===== src/rtl/dacbus_pkg.sv =====
package dacbus_pkg;

   // Synchronised control bundle, all fields active-high
   typedef struct packed {
      logic cs;    // bus access selected
      logic rd;    // read direction / mid-scale clear choice
      logic ld;    // transfer requested
      logic clr;   // clear requested
   } ctrl_t;

   localparam int CTRL_W = $bits(ctrl_t);

   // Reset image of the synchroniser: load counts as already asserted so a
   // strobe tied active from power-up never looks like a fresh edge.
   localparam ctrl_t CTRL_RST = '{cs: 1'b0, rd: 1'b0, ld: 1'b1, clr: 1'b0};

endpackage


===== src/rtl/dacbus_sync.sv =====
module dacbus_sync #(
   parameter int               W       = 4,
   parameter int               STAGES  = 2,
   parameter logic [W-1:0]     RST_VAL = '0
) (
   input  logic         clk,
   input  logic         rst_n,
   input  logic [W-1:0] d,
   output logic [W-1:0] q
);

   if (STAGES < 2) begin : g_bad_stages
      $error("dacbus_sync: STAGES must be at least 2");
   end

   logic [W-1:0] stage_q [STAGES];

   for (genvar s = 0; s < STAGES; s++) begin : g_stage
      always_ff @(posedge clk or negedge rst_n) begin
         if (!rst_n) begin
            stage_q[s] <= RST_VAL;
         end else if (s == 0) begin
            stage_q[s] <= d;
         end else begin
            stage_q[s] <= stage_q[(s == 0) ? 0 : s-1];
         end
      end
   end

   assign q = stage_q[STAGES-1];

endmodule


===== src/rtl/dacbus_latches.sv =====
module dacbus_latches
   import dacbus_pkg::*;
#(
   parameter int DATA_W = 16
) (
   input  logic              clk,
   input  logic              rst_n,
   input  ctrl_t             ctl,
   input  logic [DATA_W-1:0] wdata,
   output logic [DATA_W-1:0] stage_q,
   output logic [DATA_W-1:0] conv_q
);

   localparam logic [DATA_W-1:0] CODE_ZERO = '0;
   localparam logic [DATA_W-1:0] CODE_MID  = {1'b1, {(DATA_W-1){1'b0}}};

   logic wr_en;
   assign wr_en = ctl.cs & ~ctl.rd;

   // Staging register, written from the bus
   always_ff @(posedge clk or negedge rst_n) begin
      if (!rst_n) begin
         stage_q <= CODE_ZERO;
      end else if (wr_en) begin
         stage_q <= wdata;
      end
   end

   // Converter register: clear outranks transfer
   always_ff @(posedge clk or negedge rst_n) begin
      if (!rst_n) begin
         conv_q <= CODE_ZERO;
      end else if (ctl.clr) begin
         conv_q <= ctl.rd ? CODE_MID : CODE_ZERO;
      end else if (ctl.ld) begin
         conv_q <= stage_q;
      end
   end

   AST_WRITE_CAPTURE: assert property (@(posedge clk) disable iff (!rst_n)
      (ctl.cs && !ctl.rd) |=> stage_q == $past(wdata));
   AST_STAGE_QUIET: assert property (@(posedge clk) disable iff (!rst_n)
      !(ctl.cs && !ctl.rd) |=> $stable(stage_q));
   AST_READ_KEEPS: assert property (@(posedge clk) disable iff (!rst_n)
      (ctl.cs && ctl.rd) |=> $stable(stage_q));
   AST_CLEAR_ZERO: assert property (@(posedge clk) disable iff (!rst_n)
      (ctl.clr && !ctl.rd) |=> conv_q == CODE_ZERO);
   AST_CLEAR_MID: assert property (@(posedge clk) disable iff (!rst_n)
      (ctl.clr && ctl.rd) |=> conv_q == CODE_MID);
   AST_CLEAR_WINS: assert property (@(posedge clk) disable iff (!rst_n)
      (ctl.clr && ctl.ld && stage_q != CODE_MID && stage_q != CODE_ZERO)
      |=> conv_q != $past(stage_q));
   AST_TRANSFER: assert property (@(posedge clk) disable iff (!rst_n)
      (ctl.ld && !ctl.clr) |=> conv_q == $past(stage_q));

endmodule


===== src/rtl/dacbus_hold.sv =====
module dacbus_hold #(
   parameter int HOLD_CYC = 125
) (
   input  logic clk,
   input  logic rst_n,
   input  logic ld_act,
   output logic hold_n
);

   if (HOLD_CYC < 0) begin : g_bad_hold
      $error("dacbus_hold: HOLD_CYC must not be negative");
   end

   if (HOLD_CYC == 0) begin : g_no_deglitch
      logic unused_ld;
      assign unused_ld = ld_act ^ clk ^ rst_n;
      assign hold_n    = 1'b1;
   end else begin : g_deglitch
      localparam int CNT_W = $clog2(HOLD_CYC + 1);
      localparam logic [CNT_W-1:0] CNT_LOAD = CNT_W'(HOLD_CYC);

      logic [CNT_W-1:0] cnt_q;
      logic             ld_prev_q;
      logic             ld_edge;

      assign ld_edge = ld_act & ~ld_prev_q;

      always_ff @(posedge clk or negedge rst_n) begin
         if (!rst_n) begin
            cnt_q     <= '0;
            ld_prev_q <= 1'b1;
         end else begin
            ld_prev_q <= ld_act;
            if (ld_edge) begin
               cnt_q <= CNT_LOAD;
            end else if (cnt_q != '0) begin
               cnt_q <= cnt_q - 1'b1;
            end
         end
      end

      assign hold_n = (cnt_q == '0);

      AST_HOLD_BEGIN: assert property (@(posedge clk) disable iff (!rst_n)
         ld_edge |=> !hold_n);
      AST_HOLD_COUNTDOWN: assert property (@(posedge clk) disable iff (!rst_n)
         (cnt_q != '0 && !ld_edge) |=> cnt_q == $past(cnt_q) - 1'b1);
      AST_HOLD_RESTART: assert property (@(posedge clk) disable iff (!rst_n)
         ld_edge |=> cnt_q == CNT_LOAD);
      AST_NO_SPURIOUS_HOLD: assert property (@(posedge clk) disable iff (!rst_n)
         (hold_n && !ld_edge) |=> hold_n);
   end

endmodule


===== src/rtl/dacbus_if.sv =====
module dacbus_if
   import dacbus_pkg::*;
#(
   parameter int DATA_W      = 16,
   parameter int SYNC_STAGES = 2,
   parameter int HOLD_CYC    = 125
) (
   input  logic              clk,
   input  logic              rst_n,
   input  logic              sel_n,
   input  logic              rd_wr_n,
   input  logic              load_n,
   input  logic              clr_n,
   input  logic [DATA_W-1:0] bus_in,
   output logic [DATA_W-1:0] bus_out,
   output logic              bus_oe,
   output logic [DATA_W-1:0] dac_code,
   output logic              hold_n
);

   if (DATA_W < 2) begin : g_bad_width
      $error("dacbus_if: DATA_W must be at least 2");
   end
   if (SYNC_STAGES < 2) begin : g_bad_sync
      $error("dacbus_if: SYNC_STAGES must be at least 2");
   end

   ctrl_t             ctl_raw;
   ctrl_t             ctl_s;
   logic [CTRL_W-1:0] ctl_s_vec;
   logic [DATA_W-1:0] data_s;
   logic [DATA_W-1:0] stage_q;
   logic [DATA_W-1:0] conv_q;

   always_comb begin
      ctl_raw.cs  = ~sel_n;
      ctl_raw.rd  = rd_wr_n;
      ctl_raw.ld  = ~load_n;
      ctl_raw.clr = ~clr_n;
   end

   dacbus_sync #(
      .W       (CTRL_W),
      .STAGES  (SYNC_STAGES),
      .RST_VAL (CTRL_RST)
   ) i_ctl_sync (
      .clk   (clk),
      .rst_n (rst_n),
      .d     (ctl_raw),
      .q     (ctl_s_vec)
   );

   assign ctl_s = ctrl_t'(ctl_s_vec);

   // Data is delayed by the same depth so it lines up with the write strobe
   dacbus_sync #(
      .W       (DATA_W),
      .STAGES  (SYNC_STAGES),
      .RST_VAL ('0)
   ) i_data_dly (
      .clk   (clk),
      .rst_n (rst_n),
      .d     (bus_in),
      .q     (data_s)
   );

   dacbus_latches #(
      .DATA_W (DATA_W)
   ) i_latches (
      .clk     (clk),
      .rst_n   (rst_n),
      .ctl     (ctl_s),
      .wdata   (data_s),
      .stage_q (stage_q),
      .conv_q  (conv_q)
   );

   dacbus_hold #(
      .HOLD_CYC (HOLD_CYC)
   ) i_hold (
      .clk    (clk),
      .rst_n  (rst_n),
      .ld_act (ctl_s.ld),
      .hold_n (hold_n)
   );

   assign bus_oe   = ctl_s.cs & ctl_s.rd;
   assign bus_out  = bus_oe ? stage_q : '0;
   assign dac_code = conv_q;

   AST_READBACK_DATA: assert property (@(posedge clk) disable iff (!rst_n)
      bus_oe |-> bus_out == stage_q);
   AST_IDLE_BUS: assert property (@(posedge clk) disable iff (!rst_n)
      !ctl_s.cs |-> (!bus_oe && bus_out == '0));

endmodule


===== config.mk =====
export PLATFORM = sky130hd
export DESIGN_NAME = dacbus_if
export DESIGN_NICKNAME = d
export VERILOG_FILES = /design/src/rtl/dacbus_pkg.sv /design/src/rtl/dacbus_sync.sv /design/src/rtl/dacbus_latches.sv /design/src/rtl/dacbus_hold.sv /design/src/rtl/dacbus_if.sv
export SDC_FILE = /design/constraint.sdc
export NUM_CORES = 1
export LEC_CHECK = 0
export CORE_MARGIN = 2
export CORE_UTILIZATION = 30
export CTS_BUF_LIST = sky130_fd_sc_hd__clkbuf_16
export CTS_CLUSTER_DIAMETER = 40
export DETAILED_ROUTE_END_ITERATION = 10
export GPL_ROUTABILITY_DRIVEN = 1
export PLACE_DENSITY_LB_ADDON = 0.2
export SLEW_MARGIN = 30
export SYNTH_ARGS = -nofsm -noshare
export SYNTH_HDL_FRONTEND = slang
export SYNTH_SLANG_ARGS = --single-unit

===== constraint.sdc =====
create_clock -name clk -period 2.8 [get_ports clk]
set_input_delay 0.84 -clock clk [delete_from_list [all_inputs] [get_ports clk]]
set_output_delay 0.84 -clock clk [all_outputs]
set_load 0.005 [all_outputs]

==> results of run 1 <==
power by group through the flow:
stage                     sequential, mW  clock, mW  combinational (mW)
final                               1.37       1.22               0.293
after global routing                1.39       1.32               0.323
after CTS                           1.37       1.26               0.299
after detailed placement            1.39          0               0.297
after global placement              1.39          0               0.289
after floorplan                     1.36          0               0.149
worst min-delay path by stage:
stage | startpoint | end | slack (ns) | depth (start not counted)
3_3_place_gp | i_data_dly.stage_q[16] | i_data_dly.q[0] | 0.33 | 0
2_1_floorplan | i_ctl_sync.stage_q[4] | i_ctl_sync.q[0] | 0.33 | 0
5_1_grt | i_ctl_sync.stage_q[4] | i_ctl_sync.q[0] | 0.35 | 0
3_5_place_dp | i_ctl_sync.stage_q[4] | i_ctl_sync.q[0] | 0.33 | 0
4_1_cts | i_data_dly.stage_q[31] | i_data_dly.q[15] | 0.35 | 0
6_report | i_data_dly.stage_q[16] | i_data_dly.q[0] | 0.35 | 0
sequential cells by signal (all words and copies together), names as in the netlist:
signal / count
i_latches.conv_q: 16
i_ctl_sync.q: 4
i_ctl_sync.stage_q: 4
i_hold.g_deglitch.ld_prev_q: 1
i_hold.g_deglitch.cnt_q: 7
i_data_dly.q: 16
i_data_dly.stage_q: 16
i_latches.stage_q: 16
through the flow:
step | setup TNS [ns] | total power, mW | setup WS (ns)
after floorplan | 0 | 1.505 | 0.9128
after global routing | -0.01156 | 3.030 | -0.01156
after CTS | 0 | 2.934 | 0.02311
after detailed placement | 0 | 1.688 | 0.3269
final | 0 | 2.887 | 0.07411
after global placement | 0 | 1.675 | 0.3430
cells in the mapped netlist (3+ instances only):
| cell | number |
|---|---|
| dfrtp_1 | 77 |
| nor2_1 | 19 |
| and2_1 | 3 |
| and3_1 | 17 |
| dfstp_2 | 3 |
| mux2_1 | 7 |
| clkbuf_1 | 4 |
| a21oi_1 | 3 |
| buf_2 | 3 |
| inv_1 | 7 |
| mux2i_1 | 18 |
| mux2_2 | 9 |
placed cells by master, fill, tap and decap left out, types with 2 or more instances in the layout:
cell type,count
o31ai_1,2
and3_1,17
bufinv_16,2
a21oi_1,3
clkbuf_16,9
clkinv_2,2
dfstp_2,3
buf_4,5
inv_1,6
clkdlybuf4s50_1,54
and2_1,2
clkinv_4,3
nor2_1,19
mux2_2,9
mux2i_1,18
mux2_1,7
ha_1,2
dfrtp_1,76
layout make-up:
class / instances / area (um^2)
fill: 849 / 5334
sequential: 80 / 2007
multi-input combinational: 96 / 770.7
timing repair buffer: 60 / 598.1
clock buffer: 9 / 225.2
tap: 111 / 138.9
clock inverter: 7 / 96.34
inverter: 7 / 26.28
critical path, delay by kind of cell, from the launching register on:
family        cells  cell delay [ns]
fa+ha+maj         1             0.17
flops             1             0.43
buf+inv           2             0.59
simple gates      2             0.37
routing by layer:
layer / share of wire [%] / wire [um] / vias up
met5: 0 / 0 / -
met2: 47 / 2624 / 49
met4: 1.2 / 65 / 0
li1: - / - / 777
met1: 46 / 2556 / 843
met3: 5.6 / 312 / 6
cell families (layout without fill, tap and decap cells):
family | count (synthesis) | in the layout
adder cells (fa/ha/maj) | 2 | 2
AND/OR/NAND/NOR | 47 | 47
multiplexers | 34 | 34
buffers and inverters | 16 | 83
flip-flops | 80 | 80
AO/OA/AOI/OAI | 13 | 13
what timing repair did:
item | in CTS | in global routing
endpoints found under the setup margin | 1 | 7
resized for setup | 1 | 2
setup buffers | 1 | 0
pin swaps | 1 | 0
==> run metrics, run 1 <==
TritonCTS clock tree=built; crit path capture=hold_n; initial antenna violation count=0; startpoint types=flop; routing usage on met3=3.796%; top_reg_cell synth=dfrtp_1; routed wire length=about 5.6 mm; non-filler cells, final=370; main combinational cell family by area after synthesis=multiplexers; worst path cell trace=inv_2, ha_1, and2b_4, and2_4, clkdlybuf4s50_1; worst-path maximum fanout=6; Area growth, synth to finish=36.05%; syn_nets=216; Worst Hold Class=reg2reg; status=complete, no violations; Root Buffer=clkbuf_16; first drt pass iteration count=4; worst reg-to-reg setup slack=1.05 ns; largest net degree at the start of global routing=44; Power Dens Cells=approximately 750 nW/um^2; R2R Path End=i_hold.g_deglitch.cnt_q[3]; EDFF count, synth=0; post-synthesis compound-gate area fraction=3.878%; PortBufs=55; Final ANT Viol Nets=0; simple-gate portion of the synthesized area=9.520%; Final Max Slew Viols=0; post-synthesis xor/xnor area fraction=0%; Worst Path Arrival=1.89 ns; syn avg cell area=14.79 um^2; met1 Use GR=15.82%; gr ovfl total=0; max_slew headroom=between 50% and 60%; Die H=101.3 um; hold_ws=between 0.3 and 0.4 ns; Ys Warns=0; H-tree depth=3; Total GRT Usage=a little under an eighth; layout cells sized above 1=16.60%; WL/cell=15.02 um; launching point of the worst reg2reg path=i_hold.g_deglitch.cnt_q[0]; Placer Congestion=between 0.7 and 0.8; Post-Syn Instances=192; core region area=9196 um^2; die width=101.3 um; Worst Setup End Kind=output pin; Clock Power Share=between 40 and 50%; worst vdd ir=between 0.3 and 0.4 mV; Via density=4.527; final worst-path cycle share=97.35%; detailed placer's ending HPWL=3.594 mm; crit path from=i_hold.g_deglitch.cnt_q[0]; unrepaired setup endpoints after global routing=yes; combinational share of power=10.2%; Cell Rows=35; busiest grt layer=met2; die area=~10,000 um^2; placed instance area=3530 um^2; vias in the first global route=about 1.7k; Net Sw Frac=between 20 and 25%; CTS Sinks=80; Clock Path Buffers=2; multiplexer share of the synthesized area=between 10% and 20%; internal power=2.226 mW; #FFs+latches synth=80; synth unique cells=31; ant diodes=0; Max Cap Violations=0; FMAX=366.9 MHz; Crit Path Class=reg2out; static leakage=about 1.7 nW; largest area contributor in the netlist=dfrtp_1; Reg clk slew, reported paths=0.06 ns; Max Clock Skew=0.006491 ns; Post-CTS Hold Buffers=0; switching power of the nets=~660 uW; Setup violations, final=0; DRC violations left=0; I/O pin count=56; clk_lat worst skew=roughly 0.33 ns; async set or reset register ratio after synthesis=100.0%; min Tclk post-route=2.726 ns; Cell Area, Synth=2839 um^2; Crit-path slowest cell=clkdlybuf4s50_1; first-pass GRT wire length=8.873 mm; placed insts=roughly 350; Critical Path Max Stage Delay=slightly below 0.5 ns; R2R depth=5; routed vias=1,675; final net count=roughly 280; TritonCTS Buffers=9; register area share after synthesis=70.65%; DR iter-0 viols=51; final hold violation count=0; sequential share of power=47.5%; Post-Route Utilization=42.00%; CP required=1.96 ns; Slew @ Worst Pin=approximately 0.64 ns; Area contributors post-synth=dfrtp_1 (68%), mux2i_1 (6.3%), and3_1 (3.7%), mux2_2 (3.6%), dfstp_2 (2.8%); top-area cell type share of the netlist area=67.87%; met2 Resource Use GR=between 10% and 20%; starting density of the core=30.87%; fin area=3862 um^2; adder-cell share of the synthesized area=0.8814%
Power figures use the tool's default switching activity.
==> run 2, diff against run 1 <==
==> constraint.sdc (replaced) <==
create_clock -name clk -period 3.5 [get_ports clk]
set_input_delay 1.05 -clock clk [delete_from_list [all_inputs] [get_ports clk]]
set_output_delay 1.05 -clock clk [all_outputs]
set_load 0.005 [all_outputs]
==> run 2 against run 1 <==
Effect of this change:
- largest cell class unchanged
- critical endpoint unchanged
- combinational power is 23% lower
- die area did not move
- clock-buffer cell count unchanged
- sequential share of layout area up 0.72 points
- cell area shrank 1.4%
- register-to-register slack better by 0.58 ns
- flip-flop and latch count did not move
==> run metrics, run 2 (synthesized netlist as in run 1, its figures left out) <==
Crit Path Class=reg2out; Slew @ Worst Pin=0.7055 ns; startpoint types=flop; gr ovfl total=0; initial antenna violation count=0; DR iter-0 viols=51; most frequent cells in the layout=dfrtp_1 (77), clkdlybuf4s50_1 (54), nor2_1 (19); Setup violations, final=0; Placer Congestion=0.8414; placed instance area=3496 um^2; Final ANT Viol Nets=0; Worst Hold End=i_data_dly.q[0]; R2R depth=2; Reg clk slew, reported paths=about 0.06 ns; Via density=between 4 and 5; routed vias=~1.6k; Worst Hold Class=reg2reg; min Tclk post-route=3.048 ns; clk_lat worst skew=0.33 ns; max_slew headroom=52.97%; CP Buf/Inv Count=1; launching point of the worst reg2reg path=i_ctl_sync.q[3]; static leakage=1.704 nW; CTS Sinks=80; detailed placer's ending HPWL=3.316 mm; DRC violations left=0; TritonCTS clock tree=built; R2R Path End=i_latches.stage_q[1]; Post-Route Utilization=between 40% and 50%; final worst-path cycle share=87.08%; status=complete, no violations; core region area=slightly above 9000 um^2; H-tree depth=3; hold_ws=0.3460 ns; first drt pass iteration count=4; ant diodes=0; first-pass GRT wire length=8.707 mm; Critical Path Max Stage Delay=0.52 ns; CTS resizes=0; non-filler cells, final=about 370; fin area=roughly 3800 um^2; Crit-path slowest cell=clkdlybuf4s50_1; PortBufs=55; final hold violation count=0; worst-path maximum fanout=7; I/O pin count=56; WL/cell=14.78 um; starting density of the core=30.87%; worst reg-to-reg setup slack=around 1.6 ns; commonest non-fill, non-tap cell in the layout=dfrtp_1; routed wire length=about 5.4 mm; placed insts=349; layout cells sized above 1=between 10% and 20%; Power Dens Cells=roughly 600 nW/um^2; Post-CTS Hold Buffers=0; vias in the first global route=1,597; Max Cap Violations=0; die area=10,260 um^2; Root Buffer=clkbuf_16; Cell Rows=35; Clock Path Buffers=2; postcts setup bufs=0; unrepaired setup endpoints after global routing=no; Final Worst Setup Slack=approximately 0.45 ns; largest net degree at the start of global routing=81; Min-Delay Path Depth=0; Fin Setup TNS=0 ns; CP delay by family, top=simple AND/OR/NAND/NOR gates; worst vdd ir=0.2171 mV; dpl ws=0.8126 ns; Max Clock Skew=0.002932 ns; Area growth, synth to finish=34.11%; FMAX=about 330 MHz; final net count=273; Worst Setup End Kind=output pin; TritonCTS Buffers=9; CP required=2.45 ns; worst path cell trace=nor4_4, and2_1, clkdlybuf4s50_1; die width=101.3 um; fillers=863; total power=2.290 mW; Total GRT Usage=between 10% and 20%; Worst Path Arrival=2.00 ns; Min-Delay Startpoint=i_data_dly.stage_q[16]; Final Max Slew Viols=0; Die H=a little over 100 um
-- run 2: report_power, final --
group / switching, mW / leakage, nW / internal (mW)
clock: 0.349 / 0.153 / 0.617
combinational: 0.0882 / 0.606 / 0.138
sequential: 0.0833 / 0.945 / 1.01
total: 0.520 / 1.70 / 1.77
-- run 2: routing by layer --
layer | share of wire, % | up-vias | track usage [%]
met2 | 45 | 40 | 16.61
li1 | - | 766 | -
met4 | 1.6 | 0 | 5.301
met5 | 0 | - | 0
met1 | 48 | 813 | 15.88
met3 | 5.5 | 10 | 4.279
-- run 2: layout make-up --
| type | count | area [um^2] | share of cell area (%) |
|---|---|---|---|
| clock buffer | 9 | 225.2 | 5.915 |
| clock inverter | 7 | 86.33 | 2.268 |
| inverter | 7 | 26.28 | 0.6901 |
| multi-input combinational | 96 | 773.2 | 20.31 |
| sequential | 80 | 2006 | 52.68 |
| tap | 111 | 138.9 | 3.648 |
| timing repair buffer | 55 | 551.8 | 14.49 |
-- run 2: worst max-delay path by stage --
| stage | slack [ns] | depth (start not counted) | startpoint | end |
|---|---|---|---|---|
| 4_1_cts | 0.45 | 3 | i_hold.g_deglitch.cnt_q[2] | hold_n |
| 3_5_place_dp | 0.81 | 3 | i_hold.g_deglitch.cnt_q[2] | hold_n |
| 5_1_grt | 0.37 | 3 | i_hold.g_deglitch.cnt_q[2] | hold_n |
| 2_1_floorplan | 1.40 | 4 | i_hold.g_deglitch.cnt_q[0] | hold_n |
| 6_report | 0.45 | 3 | i_hold.g_deglitch.cnt_q[2] | hold_n |
| 3_3_place_gp | 0.84 | 3 | i_hold.g_deglitch.cnt_q[2] | hold_n |
